==> config.mk <==
export PLATFORM = sky130hd
export DESIGN_NAME = nib_subst_pipe
export DESIGN_NICKNAME = d
export VERILOG_FILES = /design/src/rtl/nsp_pkg.sv /design/src/rtl/nsp_en_reg.sv /design/src/rtl/nsp_window.sv /design/src/rtl/nsp_run.sv /design/src/rtl/nsp_lane.sv /design/src/rtl/nib_subst_pipe.sv
export SDC_FILE = /design/constraint.sdc
export NUM_CORES = 1
export LEC_CHECK = 0
export ABC_AREA = 0
export BUFFER_PORTS_ARGS = -buffer_cell sky130_fd_sc_hd__buf_2
export CORE_MARGIN = 2
export CORE_UTILIZATION = 55
export DETAILED_ROUTE_END_ITERATION = 7
export PLACE_DENSITY = 0.83
export SKIP_CTS_REPAIR_TIMING = 1
export SLEW_MARGIN = 25
export SYNTH_ARGS = -nofsm -noshare
export SYNTH_HDL_FRONTEND = slang
export SYNTH_SLANG_ARGS = --single-unit
==> constraint.sdc <==
create_clock -name clk -period 3.2 [get_ports clk]
set_input_delay 0.16 -clock clk [delete_from_list [all_inputs] [get_ports clk]]
set_output_delay 0.16 -clock clk [all_outputs]
set_load 0.02 [all_outputs]
==> src/rtl/nsp_pkg.sv <==
package nsp_pkg;

  typedef enum logic {
    HUNT_OPEN  = 1'b0,
    HUNT_CLOSE = 1'b1
  } hunt_e;

  typedef enum logic {
    IMG_PREAMBLE = 1'b0,
    IMG_BLANK    = 1'b1
  } img_e;

  function automatic int unsigned cnt_w(input int unsigned limit);
    return (limit < 2) ? 1 : $clog2(limit + 1);
  endfunction

endpackage

==> src/rtl/nsp_en_reg.sv <==
module nsp_en_reg (
  input  logic clk,
  input  logic rst,
  input  logic en_in,
  output logic en_q
);

  always_ff @(posedge clk) begin
    if (rst) en_q <= 1'b0;
    else     en_q <= en_in;
  end

endmodule

==> src/rtl/nsp_window.sv <==
module nsp_window #(
  parameter int unsigned W    = 4,
  parameter int unsigned TAPS = 3,
  parameter logic [(TAPS+1)*W-1:0] PAT  = '0,
  parameter logic [(TAPS+1)*W-1:0] MASK = '0
) (
  input  logic         clk,
  input  logic         rst,
  input  logic         step,
  input  logic [W-1:0] din,
  output logic [W-1:0] tail,
  output logic         hit
);

  localparam int unsigned WIN_W = (TAPS + 1) * W;

  logic [W-1:0]     dly [TAPS];
  logic [WIN_W-1:0] win;

  function automatic logic masked_eq(input logic [WIN_W-1:0] a,
                                     input logic [WIN_W-1:0] b,
                                     input logic [WIN_W-1:0] m);
    return ((a ^ b) & m) == '0;
  endfunction

  always_ff @(posedge clk) begin
    if (rst) begin
      for (int i = 0; i < TAPS; i++) dly[i] <= '0;
    end else if (step) begin
      dly[0] <= din;
      for (int i = 1; i < TAPS; i++) dly[i] <= dly[i-1];
    end
  end

  assign win[TAPS*W +: W] = din;
  generate
    for (genvar t = 0; t < TAPS; t++) begin : g_tap
      assign win[(TAPS-1-t)*W +: W] = dly[t];
    end
  endgenerate

  assign tail = dly[TAPS-1];
  assign hit  = masked_eq(win, PAT, MASK);

endmodule

==> src/rtl/nsp_run.sv <==
module nsp_run
  import nsp_pkg::*;
#(
  parameter int unsigned W   = 4,
  parameter int unsigned RUN = 24
) (
  input  logic         clk,
  input  logic         rst,
  input  logic         step,
  input  logic         armed,
  input  logic [W-1:0] word,
  output logic         done
);

  localparam int unsigned CW = cnt_w(RUN);

  logic [CW-1:0] cnt;
  logic          ones;

  assign ones = &word;
  assign done = step & armed & ones & (cnt == CW'(RUN - 1));

  always_ff @(posedge clk) begin
    if (rst) begin
      cnt <= '0;
    end else if (step) begin
      if (!armed || !ones || done) cnt <= '0;
      else                         cnt <= cnt + CW'(1);
    end
  end

  a_r9_cnt_bound: assert property (@(posedge clk) disable iff (rst)
    cnt < CW'(RUN));

endmodule

==> src/rtl/nsp_lane.sv <==
module nsp_lane #(
  parameter int unsigned DEPTH = 24
) (
  input  logic             clk,
  input  logic             rst,
  input  logic             step,
  input  logic             load,
  input  logic [DEPTH-2:0] img,
  input  logic             sin,
  output logic             sout
);

  logic [DEPTH-1:0] q;

  always_ff @(posedge clk) begin
    if (rst)       q <= '0;
    else if (step) q <= load ? {img, sin} : {q[DEPTH-2:0], sin};
  end

  assign sout = q[DEPTH-1];

endmodule

==> src/rtl/nib_subst_pipe.sv <==
module nib_subst_pipe
  import nsp_pkg::*;
#(
  parameter int unsigned W     = 4,
  parameter int unsigned DEPTH = 24,
  parameter int unsigned TAPS  = 3,
  parameter int unsigned RUN   = 24,
  parameter logic [(TAPS+1)*W-1:0] START_PAT  = {W'(11), {(TAPS*W){1'b0}}},
  parameter logic [(TAPS+1)*W-1:0] START_MASK = {{W{1'b1}}, {(TAPS*W){1'b0}}},
  parameter logic [W*DEPTH-1:0]    PRE_IMG    = {DEPTH{W'(5)}}
) (
  input  logic         clk,
  input  logic         rst,
  input  logic         en_in,
  input  logic [W-1:0] din,
  input  logic         din_vld,
  output logic [W-1:0] dout,
  output logic         dout_vld,
  output logic         match
);

  localparam int unsigned DRAIN_W = cnt_w(DEPTH);

  typedef struct packed {
    logic               live;
    logic [DRAIN_W-1:0] left;
  } out_t;

  logic         en_q;
  logic         step;
  logic [W-1:0] tail;
  logic         win_hit;
  logic         start_go;
  logic         end_go;
  logic         pend;
  hunt_e        hunt;
  img_e         kind;
  out_t         ost;
  logic [W-1:0] lane_out;

  function automatic logic [DEPTH-2:0] lane_image(input int unsigned b);
    logic [DEPTH-2:0] r;
    for (int p = 0; p < DEPTH - 1; p++) r[p] = PRE_IMG[p*W + b];
    return r;
  endfunction

  function automatic out_t next_out(input out_t cur, input logic pre_ld,
                                    input logic blank_ld);
    out_t n;
    n = cur;
    if (pre_ld) begin
      n.live = 1'b1;
      n.left = '0;
    end else if (blank_ld) begin
      n.left = DRAIN_W'(DEPTH - 1);
    end else if (cur.left != '0) begin
      n.left = cur.left - DRAIN_W'(1);
      if (cur.left == DRAIN_W'(1)) n.live = 1'b0;
    end
    return n;
  endfunction

  nsp_en_reg u_en (
    .clk   (clk),
    .rst   (rst),
    .en_in (en_in),
    .en_q  (en_q)
  );

  assign step = en_q & din_vld;

  nsp_window #(
    .W    (W),
    .TAPS (TAPS),
    .PAT  (START_PAT),
    .MASK (START_MASK)
  ) u_win (
    .clk  (clk),
    .rst  (rst),
    .step (step),
    .din  (din),
    .tail (tail),
    .hit  (win_hit)
  );

  nsp_run #(
    .W   (W),
    .RUN (RUN)
  ) u_run (
    .clk   (clk),
    .rst   (rst),
    .step  (step),
    .armed (hunt == HUNT_CLOSE),
    .word  (tail),
    .done  (end_go)
  );

  assign start_go = step & (hunt == HUNT_OPEN) & win_hit;

  always_ff @(posedge clk) begin
    if (rst) begin
      hunt <= HUNT_OPEN;
      pend <= 1'b0;
      kind <= IMG_PREAMBLE;
      ost  <= '0;
    end else if (step) begin
      pend <= start_go | end_go;
      if (start_go) begin
        kind <= IMG_PREAMBLE;
        hunt <= HUNT_CLOSE;
      end else if (end_go) begin
        kind <= IMG_BLANK;
        hunt <= HUNT_OPEN;
      end
      ost <= next_out(ost, pend && (kind == IMG_PREAMBLE),
                           pend && (kind == IMG_BLANK));
    end
  end

  generate
    for (genvar g = 0; g < W; g++) begin : g_lane
      localparam logic [DEPTH-2:0] IMG_L = lane_image(g);
      logic [DEPTH-2:0] ld_img;
      assign ld_img = (kind == IMG_PREAMBLE) ? IMG_L : '0;
      nsp_lane #(.DEPTH(DEPTH)) u_lane (
        .clk  (clk),
        .rst  (rst),
        .step (step),
        .load (pend),
        .img  (ld_img),
        .sin  (tail[g]),
        .sout (lane_out[g])
      );
    end
  endgenerate

  assign dout     = lane_out;
  assign dout_vld = ost.live;
  assign match    = pend;

  a_r2_hold_idle: assert property (@(posedge clk) disable iff (rst)
    (!$past(rst) && !($past(en_in, 2) && $past(din_vld)))
      |-> ($stable(dout) && $stable(dout_vld) && $stable(match)));

  a_r5_image_first: assert property (@(posedge clk) disable iff (rst)
    (step && pend && kind == IMG_PREAMBLE)
      |=> (dout == PRE_IMG[(DEPTH-2)*W +: W]));

  a_r8_blank_first: assert property (@(posedge clk) disable iff (rst)
    (step && pend && kind == IMG_BLANK) |=> (dout == '0));

  a_r6_vld_rise: assert property (@(posedge clk) disable iff (rst)
    $rose(dout_vld) |-> $past(step && pend && kind == IMG_PREAMBLE));

  a_r10_vld_fall: assert property (@(posedge clk) disable iff (rst)
    $fell(dout_vld) |-> $past(step && ost.left == DRAIN_W'(1)));

  a_r12_match_waits: assert property (@(posedge clk) disable iff (rst)
    (match && !step) |=> match);

  a_r4_match_from_step: assert property (@(posedge clk) disable iff (rst)
    $rose(match) |-> $past(step));

endmodule

==> results of run 1 <==
==> layout make-up <==
class                      instances  area (um^2)
clock inverter                    15          138
clock buffer                      17          414
multi-input combinational        286         1600
timing repair buffer              23          165
fill                             572         2640
inverter                           6         22.5
tap                              102          128
sequential                       123         2580
==> cells in the mapped netlist, types with 2 or more instances <==
| master | n |
|---|---|
| a21oi_1 | 15 |
| a22o_1 | 46 |
| a31oi_1 | 3 |
| and2_1 | 13 |
| buf_2 | 11 |
| buf_4 | 4 |
| clkbuf_1 | 17 |
| dfxtp_1 | 111 |
| edfxtp_1 | 12 |
| ha_1 | 4 |
| inv_1 | 6 |
| mux2i_1 | 2 |
| nand2_1 | 65 |
| nand3_1 | 6 |
| nand4_1 | 2 |
| nand4b_1 | 3 |
| nor2_1 | 55 |
| nor2b_1 | 3 |
| nor3_1 | 3 |
| nor3b_1 | 2 |
| o21ai_0 | 52 |
==> power breakdown <==
part | switching, mW | internal (mW)
Sequential | 0.00470 | 1.57
Combinational | 0.0518 | 0.0191
Clock | 0.712 | 1.04
Total | 0.768 | 2.63
==> worst max path at each step <==
stage	endpoint	start	cells past startpoint	slack, ns
after floorplan	u_win.dly[0][0]	u_en.en_q	5	1.66
after global placement	u_win.dly[0][10]	u_en.en_q	3	1.39
after detailed placement	g_lane[2].u_lane.q[9]	u_en.en_q	6	1.27
after CTS	g_lane[0].u_lane.q[4]	u_en.en_q	6	1.26
after global routing	g_lane[2].u_lane.q[7]	u_en.en_q	6	1.03
final	g_lane[0].u_lane.q[4]	u_en.en_q	6	1.30
==> metal layers <==
layer | global-route usage (%) | up-vias
met1 | 22.7 | 1461
li1 | - | 1567
met4 | 10.5 | 0
met3 | 6.35 | 15
met5 | 0 | -
met2 | 29.6 | 62
==> kinds of logic (layout without fill, tap and decap cells) <==
| family | Yosys count | in the layout | synth area share, % |
|---|---|---|---|
| and+or+nand+nor | 160 | 160 | 16.6 |
| AOI/OAI and AO/OA | 119 | 119 | 17.9 |
| adders and majority gates | 4 | 4 | 1.15 |
| muxes | 2 | 2 | 0.460 |
| buffers and inverters | 40 | 61 | 4.28 |
| xor gates and xnor gates | 1 | 1 | 0.201 |
| DFF | 123 | 123 | 59.3 |
==> sequential cells by signal, summed over array words and instances, names as in the netlist <==
name,count
ost,5
match,1
g_lane.u_lane.q,96
u_run.cnt,5
u_en.en_q,1
dout_vld,1
u_win.dly,12
hunt,1
kind,1
==> worst max-delay path, delay by kind of cell (launching register included) <==
family | cells | cell delay [ns]
buf+inv | 2 | 0.52
simple gates | 3 | 0.73
flops | 1 | 0.32
compound gates | 1 | 0.25
==> impl_results.md, run 1 <==
* RSZ-0062 raised after global routing: false
* Avg Cell Area, Syn at 9.69 um^2
* Avg WL per Cell at 13.3 um
* First-pass GRT wire length at 12600 um
* CTS Buffer Depth at 2
* Mapped Cells at 449
* Worst min-delay path endpoint: ost[1]
* Hold path startpoint: rst
* DRT iter0 DRCs at 168
* Worst Tran Pin Value at 0.592 ns
* Layout cells sized above 1 at 11.9%
* CTS H-Tree Depth at 4
* Die area at 0.00864 mm^2
* Synth area leaders: dfxtp_1, a22o_1, edfxtp_1, o21ai_0, nand2_1
* Vias in the first global route at 2887
* Critical Path RT at 3.61 ns
* Cell area after layout at 0.00505 mm^2
* CP arrival at 2.31 ns
* Slowest cell on the critical path: nor2_1
* P per Cell Area at 672 mW/mm^2
* Most used DFF post-synth: dfxtp_1
* Core Region at 0.00769 mm^2
* Metal1 wirelength at 3410 um
* Final Hold Fails at 0
* Routability cong. at 0.825
* Yosys top cell area share at 51.1%
* Crit-path max FO at 46
* Final min period at 1.90 ns
* Aggregate global routing overflow at 0
* Worst R2R Start: u_en.en_q
* Setup Skew at 0.00858 ns
* Via density at 5.43
* CTS tree: built
* Commonest non-fill, non-tap cells in the layout: dfxtp_1, nand2_1, nor2_1
* Setup slack after layout at 1.30 ns
* Hold depth at 2
* Worst r2r path cells at 6
* Outcome: completed
* Period utilization at 59.4%
* Starting Density at 56.6%
* Antenna violations before repair at 0
* Post-DP HPWL at 4240 um
* Leakage at 1.83 nW
* Number of enable flip-flop cells after synthesis at 12
* Layout Nets at 469
* TritonCTS buffer count at 17
* Top routing layer used: met4
* Post-Syn Nets at 461
* IO Pins at 14
* Metal3 WL at 279 um
* Max VDD drop at 448 uV
* 1st-pass router iterations at 5
* Area growth syn-to-layout at 16.0%
* Reg2reg setup slack at 1.30 ns
* R2R Path End: g_lane[0].u_lane.q[4]
* DRC at 0
* Setup TNS after final layout at 0 ns
* Seq/Total Area, Yosys at 59.3%
* Max Clk Rate at 526 MHz
* Slew HR at 60.4%
* Non-Filler Instances at 572
* Hold slack final at 0.0817 ns
* Placed cells at 535
* Die H at 93.0 um
* Async SR Flop Fraction at 0%
* Seq cells post-synth at 123
* Leading area contributor after synthesis: dfxtp_1
* YS warnings at 0
* Final Total Pwr at 3.39 mW
* CP Launch Type: register
* GRT Total Usage at 18.8%
* Cell variety after synth at 35
* Pre-CTS WS at 1.27 ns
* IO buf count at 13
* ANT nets after route at 0
* Clk slew on worst S/H paths at 0.06 ns
* Worst skew pair latency at 0.51 ns
* Largest net degree at the start of global routing at 74
* Final Setup Violations at 0
* Worst path max stage delay at 0.47 ns
* Std-Cell Rows at 32
* Most common cell after layout, fill and taps aside: dfxtp_1
* Worst path cell trace: nand2_1 > buf_4 > nor2_1 > nand2_1 > buf_4 > o21ai_0
* Max cap viols at 0
* Path type of the worst setup path: reg2reg
* Met2 WL at 3740 um
* Root buf cell: clkbuf_8
* Die X-Extent at 93.0 um
* Worst min-delay path category: in2reg
* Placed cell areas at 0.00445 mm^2
* Antenna cells at 0
* Syn Std Cell Area at 0.00435 mm^2
* CTS Sinks at 123
* Via count at 3105
* Fin util at 65.7%
* Final WL at 7600 um
* Final Max Tran Viols at 0
* CP Capture Type: register
(Power assumes the default switching activity.)
==> run 2: changes to the inputs <==
==> constraint.sdc (replaced) <==
create_clock -name clk -period 2 [get_ports clk]
set_input_delay 0.1 -clock clk [delete_from_list [all_inputs] [get_ports clk]]
set_output_delay 0.1 -clock clk [all_outputs]
set_load 0.02 [all_outputs]
==> run 2 against run 1 <==
Compared with the run above:
- setup slack got worse by 0.97 ns
- global-route usage rose by 1.2 points
- wire length rose by 9.6%
- maximum frequency rose by 14%
- critical path depth fell by 1
- clock power rose by 79%
- combinational power rose by 69%
- die area did not move
- critical path type unchanged
==> impl_results.md, run 2 (synthesis gave the netlist of run 1 again) <==
* 1st-pass router iterations at 7 (was 5)
* P per Cell Area at 1120 mW/mm^2 (was 672 mW/mm^2)
* Antenna cells at 0 (unchanged)
* Max cap viols at 0 (unchanged)
* CP Launch Type: register (unchanged)
* DRC at 0 (unchanged)
* Vias in the first global route at 2870 (was 2887)
* Root buf cell: clkbuf_8 (unchanged)
* CP endpoint: g_lane[2].u_lane.q[20] (was g_lane[0].u_lane.q[4])
* R2R Path End: g_lane[2].u_lane.q[20] (was g_lane[0].u_lane.q[4])
* Fillers at 517 (was 572)
* Worst skew pair latency at 0.53 ns (was 0.51 ns)
* Worst R2R Start: u_en.en_q (unchanged)
* Crit path from: u_en.en_q (unchanged)
* Setup TNS after final layout at 0 ns (unchanged)
* Layout cells sized above 1 at 12.2% (was 11.9%)
* CTS H-Tree Depth at 4 (unchanged)
* Biggest register: g_lane.u_lane.q (unchanged)
* Setup Skew at 0.0107 ns (was 0.00858 ns)
* Busiest grt layer: met2 (unchanged)
* Reg2reg setup slack at 0.33 ns (was 1.30 ns)
* Post-DP HPWL at 4220 um (was 4240 um)
* Aggregate global routing overflow at 0 (unchanged)
* Via density at 5.48 (was 5.43)
* IO buf count at 13 (unchanged)
* GRT Total Usage at 20.0% (was 18.8%)
* Largest net degree at the start of global routing at 93 (was 74)
* Crit-path max FO at 46 (unchanged)
* CTS tree: built (unchanged)
* Commonest non-fill, non-tap cells in the layout: dfxtp_1, nand2_1, nor2_1 (unchanged)
* Max reg flops at 96 (unchanged)
* Path type of the worst setup path: reg2reg (unchanged)
* CTS Sinks at 123 (unchanged)
* CP arrival at 2.10 ns (was 2.31 ns)
* First-pass GRT wire length at 13300 um (was 12600 um)
* Die area at 0.00864 mm^2 (unchanged)
* Fin util at 66.9% (was 65.7%)
* Via count at 3155 (was 3105)
* M2 GR Usage at 32.2% (was 29.6%)
* IO Pins at 14 (unchanged)
* Max VDD drop at 832 uV (was 448 uV)
* Area growth syn-to-layout at 18.2% (was 16.0%)
* TritonCTS buffer count at 17 (unchanged)
* Starting Density at 56.6% (unchanged)
* Antenna violations before repair at 0 (unchanged)
* Worst Tran Pin Value at 0.642 ns (was 0.592 ns)
* Std-Cell Rows at 32 (unchanged)
* Die X-Extent at 93.0 um (unchanged)
* Avg WL per Cell at 14.5 um (was 13.3 um)
* CTS Buffer Depth at 2 (unchanged)
* Routability cong. at 0.791 (was 0.825)
* Die H at 93.0 um (unchanged)
* Leakage at 1.87 nW (was 1.83 nW)
* DRT iter0 DRCs at 182 (was 168)
* Final min period at 1.67 ns (was 1.90 ns)
* Slew HR at 57.0% (was 60.4%)
* Outcome: completed (unchanged)
* Most common cell after layout, fill and taps aside: dfxtp_1 (unchanged)
* Period utilization at 83.3% (was 59.4%)
* Final Hold Fails at 0 (unchanged)
* Global-route met1 utilization at 24.1% (was 22.7%)
* Max Clk Rate at 600 MHz (was 526 MHz)
* Clk slew on worst S/H paths at 0.06 ns (about the same)
* Worst min-delay path category: in2reg (unchanged)
* Final WL at 8330 um (was 7600 um)
* CP Capture Type: register (unchanged)
* Critical Path RT at 2.44 ns (was 3.61 ns)
* Final Max Tran Viols at 0 (unchanged)
* ANT nets after route at 0 (unchanged)
* Layout Nets at 473 (was 469)
* RSZ-0062 raised after global routing: false (unchanged)
* Top flop regs: g_lane.u_lane.q: 96 flops, u_win.dly: 12 flops (unchanged)
* GR Util met3 at 7.65% (was 6.35%)
* Worst r2r path cells at 5 (was 6)
* Core Region at 0.00769 mm^2 (unchanged)
* Final Setup Violations at 0 (unchanged)
## run 2: cell count changes in the layout (fill, tap and decap cells not counted)
cell | before | now
buf_4 | 4 | 6
bufinv_16 | 1 | 4
dlygate4sd3_1 | 5 | 7
clkinvlp_4 | 3 | 5
inv_6 | 6 | 1
## run 2: per-layer routing
layer / share of wire (%) / vias up
met5: 0 / -
li1: - / 1573
met1: 45 / 1496
met2: 50 / 71
met3: 3.6 / 15
met4: 1.6 / 0
## run 2: per-stage QoR
stage | setup slack, ns | power, mW | instances | hold WS [ns] | area [um^2]
after floorplan | 0.464 | 2.64 | 449 | 0.228 | 4350
after global placement | 0.457 | 2.67 | 537 | 0.319 | 4460
after detailed placement | 0.367 | 2.67 | 537 | 0.318 | 4460
after CTS | 0.310 | 5.76 | 569 | -0.226 | 5070
after global routing | 0.126 | 5.91 | 576 | 0.169 | 5140
final | 0.333 | 5.76 | 576 | 0.160 | 5140
## run 2: report_power, final
part | switching [mW] | total, mW | internal, mW
combinational | 0.0848 | 0.120 | 0.0355
sequential | 0.00777 | 2.51 | 2.51
clock | 1.11 | 3.13 | 2.02
## run 2: area by class of cell
class | count | area (um^2) | share of cell area, %
sequential | 123 | 2580 | 50.2
multi-input combinational | 286 | 1600 | 31.0
clock buffer | 17 | 414 | 8.05
timing repair buffer | 27 | 200 | 3.89
clock inverter | 15 | 199 | 3.87
tap | 102 | 128 | 2.48
inverter | 6 | 22.5 | 0.438
## run 2: how the worst min path moves through the flow
stage	depth (start not counted)	to	startpoint	slack, ns
finish	5	u_run.cnt[4]	din_vld	0.16
global route	5	u_run.cnt[4]	din_vld	0.17
CTS	2	u_en.en_q	en_in	-0.23
detailed placement	2	u_en.en_q	en_in	0.32
global placement	2	u_en.en_q	en_in	0.32
floorplan	1	u_en.en_q	en_in	0.23
## run 2: critical path, stage by stage, from the launching register on
cell	delay, ns
dfxtp_1	0.32
nand2_1	0.10
nor2_1	0.51
nand2_1	0.10
buf_4	0.28
o21ai_0	0.25
